==> src/rtl/adc_seq_pkg.sv <==
package adc_seq_pkg;
  typedef enum logic [1:0] {
    ST_CONV = 2'd0,
    ST_NAP  = 2'd1,
    ST_XFER = 2'd2
  } seq_state_t;
endpackage

==> src/rtl/seq_conv_timer.sv <==
module seq_conv_timer #(
  parameter int CYCLES = 16600
) (
  input  logic clk,
  input  logic rst,
  input  logic run,
  output logic done
);
  localparam int CW = (CYCLES > 1) ? $clog2(CYCLES) : 1;
  localparam logic [CW-1:0] LAST = CW'(CYCLES - 1);

  logic [CW-1:0] cnt;

  assign done = run && (cnt == LAST);

  always_ff @(posedge clk) begin
    if (rst || !run) begin
      cnt <= '0;
    end else if (done) begin
      cnt <= '0;
    end else begin
      cnt <= cnt + 1'b1;
    end
  end

  // the count never passes its terminal value
  a_r2_cnt_bound: assert property (@(posedge clk) disable iff (rst)
    cnt <= LAST);
endmodule

==> src/rtl/seq_result_reg.sv <==
module seq_result_reg #(
  parameter int W = 16
) (
  input  logic         clk,
  input  logic         rst,
  input  logic         load,
  input  logic [W-1:0] din,
  input  logic         active,
  input  logic         shift_en,
  output logic         last,
  output logic         sdo,
  output logic         sdo_valid,
  output logic [W-1:0] hold
);
  localparam int PW = (W > 1) ? $clog2(W) : 1;
  localparam logic [PW-1:0] TOP = PW'(W - 1);

  logic [PW-1:0] ptr;

  assign last = shift_en && (ptr == TOP);

  always_ff @(posedge clk) begin
    if (rst) begin
      hold <= '0;
    end else if (load) begin
      hold <= din;
    end
  end

  always_ff @(posedge clk) begin
    if (rst || !active) begin
      ptr <= '0;
    end else if (shift_en) begin
      ptr <= last ? '0 : ptr + 1'b1;
    end
  end

  always_ff @(posedge clk) begin
    if (rst) begin
      sdo       <= 1'b0;
      sdo_valid <= 1'b0;
    end else begin
      sdo_valid <= shift_en;
      if (shift_en) begin
        sdo <= hold[TOP - ptr];
      end
    end
  end

  // a served bit always answers a request of the previous cycle
  a_r7_valid_follows: assert property (@(posedge clk) disable iff (rst)
    sdo_valid |-> $past(shift_en));
  // serving the final bit returns the pointer to the top
  a_r8_ptr_wrap: assert property (@(posedge clk) disable iff (rst)
    last |=> (ptr == '0));
endmodule

==> src/rtl/adc_cycle_seq.sv <==
module adc_cycle_seq
  import adc_seq_pkg::*;
#(
  parameter int CONV_CYCLES = 16600,
  parameter int RES_W       = 16,
  parameter int CFG_W       = 8,
  parameter int SLEEP_BIT   = 0
) (
  input  logic             clk,
  input  logic             rst,
  input  logic [RES_W-1:0] result_in,
  input  logic             bus_req,
  input  logic             bus_stop,
  input  logic             bit_req,
  input  logic             cfg_wr,
  input  logic [CFG_W-1:0] cfg_data,
  output logic             bus_ack,
  output logic             bus_nack,
  output logic             sdo,
  output logic             sdo_valid,
  output logic             converting,
  output logic             converter_pd,
  output logic             reference_pd
);
  seq_state_t       state, nxt;
  logic             tmr_done;
  logic             last_bit;
  logic             sleep_q, sleep_nxt;
  logic [RES_W-1:0] hold_w;

  seq_conv_timer #(.CYCLES(CONV_CYCLES)) u_timer (
    .clk  (clk),
    .rst  (rst),
    .run  (state == ST_CONV),
    .done (tmr_done)
  );

  seq_result_reg #(.W(RES_W)) u_result (
    .clk       (clk),
    .rst       (rst),
    .load      (tmr_done),
    .din       (result_in),
    .active    (state == ST_XFER),
    .shift_en  (bit_req && (state == ST_XFER)),
    .last      (last_bit),
    .sdo       (sdo),
    .sdo_valid (sdo_valid),
    .hold      (hold_w)
  );

  always_comb begin
    nxt = state;
    unique case (state)
      ST_CONV: if (tmr_done) nxt = ST_NAP;
      ST_NAP:  if (bus_req) nxt = ST_XFER;
      ST_XFER: if (bus_stop || last_bit) nxt = ST_CONV;
      default: nxt = ST_CONV;
    endcase
  end

  assign sleep_nxt = (state == ST_XFER && cfg_wr) ? cfg_data[SLEEP_BIT] : sleep_q;
  assign converting = (state == ST_CONV);

  always_ff @(posedge clk) begin
    if (rst) begin
      state        <= ST_CONV;
      sleep_q      <= 1'b0;
      bus_ack      <= 1'b0;
      bus_nack     <= 1'b0;
      converter_pd <= 1'b0;
      reference_pd <= 1'b0;
    end else begin
      state        <= nxt;
      sleep_q      <= sleep_nxt;
      bus_ack      <= bus_req && (state == ST_NAP);
      bus_nack     <= bus_req && (state == ST_CONV);
      converter_pd <= (nxt != ST_CONV);
      reference_pd <= (nxt != ST_CONV) && sleep_nxt;
    end
  end

  // a running measurement only leaves on timer expiry
  a_r3_no_abort: assert property (@(posedge clk) disable iff (rst)
    (state == ST_CONV && !tmr_done) |=> (state == ST_CONV));
  // nothing is powered down while measuring
  a_r4_pd_off_conv: assert property (@(posedge clk) disable iff (rst)
    converting |-> (!converter_pd && !reference_pd));
  // held word is static outside the measuring state
  a_r5_hold_static: assert property (@(posedge clk) disable iff (rst)
    (state != ST_CONV) |=> $stable(hold_w));
  // accept and refuse never coincide, and an accept lands in transfer
  a_r6_ack_excl: assert property (@(posedge clk) disable iff (rst)
    !(bus_ack && bus_nack));
  a_r6_ack_xfer: assert property (@(posedge clk) disable iff (rst)
    bus_ack |-> (state == ST_XFER));
endmodule

==> config.mk <==
export PLATFORM = sky130hd
export DESIGN_NAME = adc_cycle_seq
export DESIGN_NICKNAME = d
export VERILOG_FILES = /design/src/rtl/adc_seq_pkg.sv /design/src/rtl/seq_conv_timer.sv /design/src/rtl/seq_result_reg.sv /design/src/rtl/adc_cycle_seq.sv
export SDC_FILE = /design/constraint.sdc
export NUM_CORES = 1
export LEC_CHECK = 0
export BUFFER_PORTS_ARGS = -buffer_cell sky130_fd_sc_hd__buf_2
export CORE_ASPECT_RATIO = 0.7
export CORE_MARGIN = 5
export CORE_UTILIZATION = 30
export CTS_CLUSTER_DIAMETER = 100
export DETAILED_ROUTE_END_ITERATION = 12
export GPL_TIMING_DRIVEN = 1
export PLACE_DENSITY_LB_ADDON = 0.05
export SLEW_MARGIN = 0
export SYNTH_ARGS = -nofsm -noshare
export SYNTH_HDL_FRONTEND = slang
export SYNTH_SLANG_ARGS = --single-unit
==> constraint.sdc <==
create_clock -name clk -period 2.3 [get_ports clk]
set_input_delay 0.23 -clock clk [delete_from_list [all_inputs] [get_ports clk]]
set_output_delay 0.23 -clock clk [all_outputs]
set_load 0.005 [all_outputs]
* After elaboration in Yosys (flattened, before gate mapping)
Cells that the tools add are included.
** Word-level totals
- Bits in registers :: 44
- Output and inout bits :: 7
- Input port bits :: 30
** Operators by class
- Eq/ne operators :: 4
- Reduce and logical (&&, ||, !) cells :: 15
- Magnitude comparators :: 1
- Add/sub/neg operators :: 3
- Multiplexer cells :: 8
** Operators by type and width (number)
- $add 15x1->15 const B :: 1
- $eq 15x15->1 const B :: 1
- $logic_and 1x1->1 :: 7
- $mux 2 :: 3
- $pmux 2 s3 :: 1
- $lt 4x5->1 const B :: 1
- $add 4x1->4 const B :: 1
- $bmux 1 s4 :: 1
- $eq 4x4->1 const B :: 1
- $mux 4 :: 1
- $sub 4x4->4 const A :: 1
- $logic_or 1x1->1 :: 3
- $eq 2x1->1 const B :: 1
- $eq 2x2->1 const B :: 1
- $logic_not 1->1 :: 2
- $logic_not 2->1 :: 1
- $mux 1 :: 2
- $reduce_bool 2->1 :: 1
- $reduce_or 2->1 :: 1

* Longest topological paths before layout
- Depth after elaboration :: 8
- Depth in mapped cells :: 9

* Hierarchy
Synthesis repeated with hierarchy kept, for this count alone.
** Unflattened totals
- Cells, all modules :: 195
- Area, all modules :: 1974.4 um2
** Modules (own cells, without submodules)
- seq_result_reg :: instances 1, area an instance 962.2 um2, cells an instance 92, seq. area each 440.4 um2
- seq_conv_timer :: instances 1, area an instance 728.2 um2, cells an instance 76, seq. area each 300.3 um2
- adc_cycle_seq :: instances 1, area an instance 284.0 um2, cells an instance 27, seq. area each 140.1 um2

* Worst setup path after synthesis
Ideal clock, no wire load.
- Path type :: reg2reg
- From :: register u_timer.cnt[0]
- To :: register u_timer.cnt[10]
- Period minus slack after synthesis :: 1743 ps
- Data required time :: 2236 ps
- Stages on the path, launching flop included :: 10
- Setup slack :: 557 ps
- Buffers on the path :: 4
- Arrival time :: 1679 ps
- Setup time :: 64 ps
- Cell sequence :: dfxtp_1 > ha_1 > buf_2 > nor4bb_1 > and4_1 > buf_6 > or3_1 > buf_2 > buf_6 > nor2_1
** On the way
- Longest elaborated chain between the ends :: 3
** Ends and longest elaborated chain
- start, declared :: line seq_conv_timer.sv:12 : logic [CW-1:0] cnt;
- start signal, assigned :: line seq_conv_timer.sv:22 : cnt <= cnt + 1'b1;
- branches (longest 3 deep; another with $add 15x1->15)
Several ways; the timed one is not identified.
A chain may end at the register's enable or synchronous reset.

* Worst setup path in the final report
- From :: register state[0]
- To :: output port converting
** On the way
- Longest elaborated chain between the ends :: 1
** Ends and longest elaborated chain
- start, declared :: line adc_cycle_seq.sv:25 : seq_state_t state, nxt;
- start signal, assigned :: line adc_cycle_seq.sv:73 : state <= nxt;
- $logic_not 2->1 :: line adc_cycle_seq.sv:62 : assign converting = (state == ST_CONV);
- end, declared :: line adc_cycle_seq.sv:21 : output logic converting,
No other way between the ends.

==> implementation parameters <==
Parameter                              Value

Logic synthesis
  Synth Flop Type ... sky130_fd_sc_hd__dfxtp_1
  Cell with the most instances after synthesis ... sky130_fd_sc_hd__dfxtp_1
  Biggest area contributors in the synthesized netlist ... sky130_fd_sc_hd__dfxtp_1 46%, sky130_fd_sc_hd__xor2_1 5.9%, sky130_fd_sc_hd__a21oi_1 5.2%
  Share of synthesized registers carrying an async set or reset ... 0
  Synth Cell Area ... 1920 um2
  Fraction of the yosys area taken by sequential cells ... 0.459
  Gate count of the mapped netlist ... 213
  Top-area cell type share of the netlist area ... 0.459
  Mean post-synth cell area ... 9.02 um2
  Post-synth net total ... about 250
  Yosys Warn Count ... 0
  Number of flops mapped to enable cells by yosys ... 0
  Number of flip-flops and latches in the synthesized netlist ... 44
  Leading cell types by count after synthesis ... 44 x sky130_fd_sc_hd__dfxtp_1, 23 x sky130_fd_sc_hd__nor2_1, 20 x sky130_fd_sc_hd__a21oi_1, 20 x sky130_fd_sc_hd__nand3_1, 17 x sky130_fd_sc_hd__o21ai_0
  Library cell occupying the most area in the post-synthesis netlist ... sky130_fd_sc_hd__dfxtp_1
  Distinct cells, synth ... 36

Layout
  Final layout net count ... approximately 270
  Layout cell share with drive strength beyond 1 ... 0.212
  Filler Cell Count ... 680
  Synthesis-to-layout area growth ... 15.8%
  Antenna fix cells ... 0

Timing
  Period utilization ... 0.744
  Measured slew at the worst slew-check pin ... between 0.4 and 0.5 ns
  Sum of negative setup slack ... 0 ns
  Setup repair after global routing missed its margin ... false
  Final slew viol count ... 0
  Time the worst path needs with I/O delays and setup ... between 1.5 and 2 ns
  Count of final hold-check violations ... 0
  Maximum operating frequency ... 0.585 GHz
  Final setup violating endpoints ... 0
  Min Hold Slack ... 0.180 ns
  Max_slew headroom ... 0.685
  Fin Clk Skew ... 0.00622 ns

Placement
  HPWL after detailed placement ... 3.15 mm
  Routability congestion estimate ... 0.695
  Count of buffers from port buffering ... 29

Routing
  Post-DRT Antenna Nets ... 0
  DRC violation count after routing ... 0
  Starting DRC count in detailed routing ... 82
  DR pass1 iterations ... 4
  Total Wirelength ... about 4.5 mm
  Avg Vias per Cell ... 4.94
  Via count ... between 1.5k and 2k
  Avg WL per Cell ... 14.1 um

Pwr
  Leakage power ... 0.818 nW
  Internal power ... 0.00103 W
  Power share of the clock group ... 0.380
  Power per cell area ... slightly below 600 nW/um2
  Net switching power ... 0.000294 W
  IR Drop Worst-Case VDD ... between 0.2 and 0.25 mV
  Sequential Power Share ... 0.582
  Switching Share ... 0.222
  Share of total power in combinational logic ... 0.038

Setup path
  Category of the critical setup timing path ... register to output pin
  Kind of cell with the highest combined delay on the critical path ... buffers and inverters
  Maximum fanout count along the critical path ... 12
  CP Cell Sequence ... or2_2 -> clkinv_1 -> buf_4 -> buf_2
  Crit path launch type ... register
  Maximum single-stage delay on the critical path ... 0.36 ns
  Slowest-stage cell, CP ... sky130_fd_sc_hd__dfxtp_1
  Type of element capturing the critical path ... output pin
  Sum of buffers and inverters on the critical path ... 3
  Required arrival time at the worst endpoint ... 2.07 ns
  Crit path arrival time ... 1.48 ns

Floorplanning
  Die height ... just under 80 um
  Full die area ... 8130 um2
  Number of primary I/O pins ... 37
  Area of the core ... between 6000 and 7000 um2
  DIE WIDTH ... ~110 um
  Effective utilization at floorplan ... 0.309
  Num rows ... 24

Clocking
  Clock tree from TritonCTS ... built
  Cells resized by post-CTS repair ... 0
  Maximum level of the CTS H-tree ... 2
  Worst-skew pair later-pin latency ... 0.29 ns
  Maximum buffer depth of the clock tree ... 2
  Post-CTS setup repair buffer count ... 0
  Library cell used as clock root buffer ... sky130_fd_sc_hd__clkbuf_8
  Clock buffer count from CTS ... 5
  Post-CTS clock slew at the launch and capture registers of the worst setup and hold paths ... approximately 0.080 ns
  Number of clock sinks seen by CTS ... 44
  Hold_buf cts ... 0

GRT
  Initial antenna violation count ... 0
  Number of global-route vias before repair ... 1494
  Total gr overflow ... 0
  First-pass GRT wire length ... 7.69 mm
  Maximum number of pins on one net before global-route repair ... 26
  Tot GR Track Use ... 0.117

Status
  Outcome ... completed

Run
  MaxCap Viol Count ... 0

Min path
  Hold crit path type ... input pin to register
==> layout make-up <==
| class | count | area (um2) | area share |
|---|---|---|---|
| Tap cell | 78 | 97.6 | 0.0439 |
| Inverter | 4 | 15.0 | 0.00675 |
| Timing Repair Buffer | 35 | 190 | 0.0855 |
| Sequential cell | 44 | 881 | 0.396 |
| Multi-Input combinational cell | 150 | 947 | 0.426 |
| Clock inverter | 2 | 10.0 | 0.00450 |
| Clock buffer | 6 | 82.6 | 0.0371 |
==> power by group through the flow <==
| stage | clock network (W) | registers [W] | logic, W |
|---|---|---|---|
| after floorplan | 0 | 0.000788 | 0.0000234 |
| after global placement | 0 | 0.000789 | 0.0000519 |
| after detailed placement | 0 | 0.000788 | 0.0000507 |
| after CTS | 0.000529 | 0.000770 | 0.0000511 |
| after global routing | 0.000569 | 0.000772 | 0.0000570 |
| final | 0.000503 | 0.000770 | 0.0000506 |
==> tightest hold or removal path: cells and delay by family <==
kind / cells / cell delay [ns]
AO/OA/AOI/OAI: 1 / 0.05
buffers and inverters: 1 / 0.09
AND/OR/NAND/NOR: 1 / 0.05
==> flip-flops by register name (all words and copies together) (netlist names), 2 cells and up <==
signal	cells
state	2
u_result.hold	16
u_result.ptr	4
u_timer.cnt	15
==> logic make-up (layout without fill, tap and decap cells) <==
kind of cell	count (synthesis)	in the layout	share of synthesized area
AO/OA/AOI/OAI	41	41	0.113
XOR/XNOR	14	14	0.0638
adder cells (fa/ha/maj)	2	2	0.0130
buffers and inverters	19	47	0.0482
flip-flops	44	44	0.459
multiplexers	8	8	0.0684
AND/OR/NAND/NOR	85	85	0.235
==> per-stage QoR <==
stage          cells  cell area [um2]   util  setup WS (ns)  power [W]
3_3_place_gp     311             2130  0.343          0.616   0.000840
3_5_place_dp     311             2130  0.343          0.631   0.000839
2_1_floorplan    213             1920      -          0.557   0.000811
4_1_cts          319             2220  0.358          0.574    0.00135
5_1_grt          319             2220  0.358          0.450    0.00140
6_report         319             2220  0.358          0.589    0.00132
==> final timing paths <==
| check | cells past startpoint | endpoint | slack [ns] | startpoint |
|---|---|---|---|---|
| worst min-delay path | 3 | u_result.hold[1] | 0.18 | result_in[1] |
| worst max-delay path | 4 | converting | 0.59 | state[0] |
| worst min register to register | 1 | u_timer.cnt[0] | 0.45 | u_timer.cnt[0] |
| worst max register to register | 4 | u_result.sdo | 0.62 | u_result.ptr[3] |
==> metal layers <==
| metal | vias to the layer above | part of all wire | global-route usage |
|---|---|---|---|
| li1 | 809 | - | - |
| met1 | 726 | 0.56 | 0.190 |
| met2 | 36 | 0.36 | 0.142 |
| met3 | 4 | 0.063 | 0.0352 |
| met4 | 0 | 0.0098 | 0.0349 |
| met5 | - | 0 | 0 |
==> placed cells by master (no fill, tap or decap), types with 2 or more instances in the layout <==
| master | synthesis | final |
|---|---|---|
| sky130_fd_sc_hd__nand2_1 | 8 | 8 |
| sky130_fd_sc_hd__or2_2 | 3 | 3 |
| sky130_fd_sc_hd__xor2_1 | 13 | 13 |
| sky130_fd_sc_hd__ha_1 | 2 | 2 |
| sky130_fd_sc_hd__clkinv_2 | 0 | 2 |
| sky130_fd_sc_hd__nand3_1 | 20 | 20 |
| sky130_fd_sc_hd__nand2b_1 | 3 | 3 |
| sky130_fd_sc_hd__buf_4 | 0 | 6 |
| sky130_fd_sc_hd__dfxtp_1 | 44 | 44 |
| sky130_fd_sc_hd__inv_1 | 3 | 3 |
| sky130_fd_sc_hd__mux2i_1 | 3 | 3 |
| sky130_fd_sc_hd__and4_1 | 4 | 4 |
| sky130_fd_sc_hd__buf_2 | 5 | 29 |
| sky130_fd_sc_hd__or3_1 | 4 | 4 |
| sky130_fd_sc_hd__mux4_2 | 4 | 4 |
| sky130_fd_sc_hd__o21ai_0 | 17 | 17 |
| sky130_fd_sc_hd__nor3_1 | 3 | 3 |
| sky130_fd_sc_hd__and2_1 | 3 | 3 |
| sky130_fd_sc_hd__a21oi_1 | 20 | 20 |
| sky130_fd_sc_hd__nand4_1 | 7 | 7 |
| sky130_fd_sc_hd__nor2_1 | 23 | 23 |
| sky130_fd_sc_hd__clkbuf_8 | 0 | 6 |
Note: power is estimated with default switching activity, not from simulation.
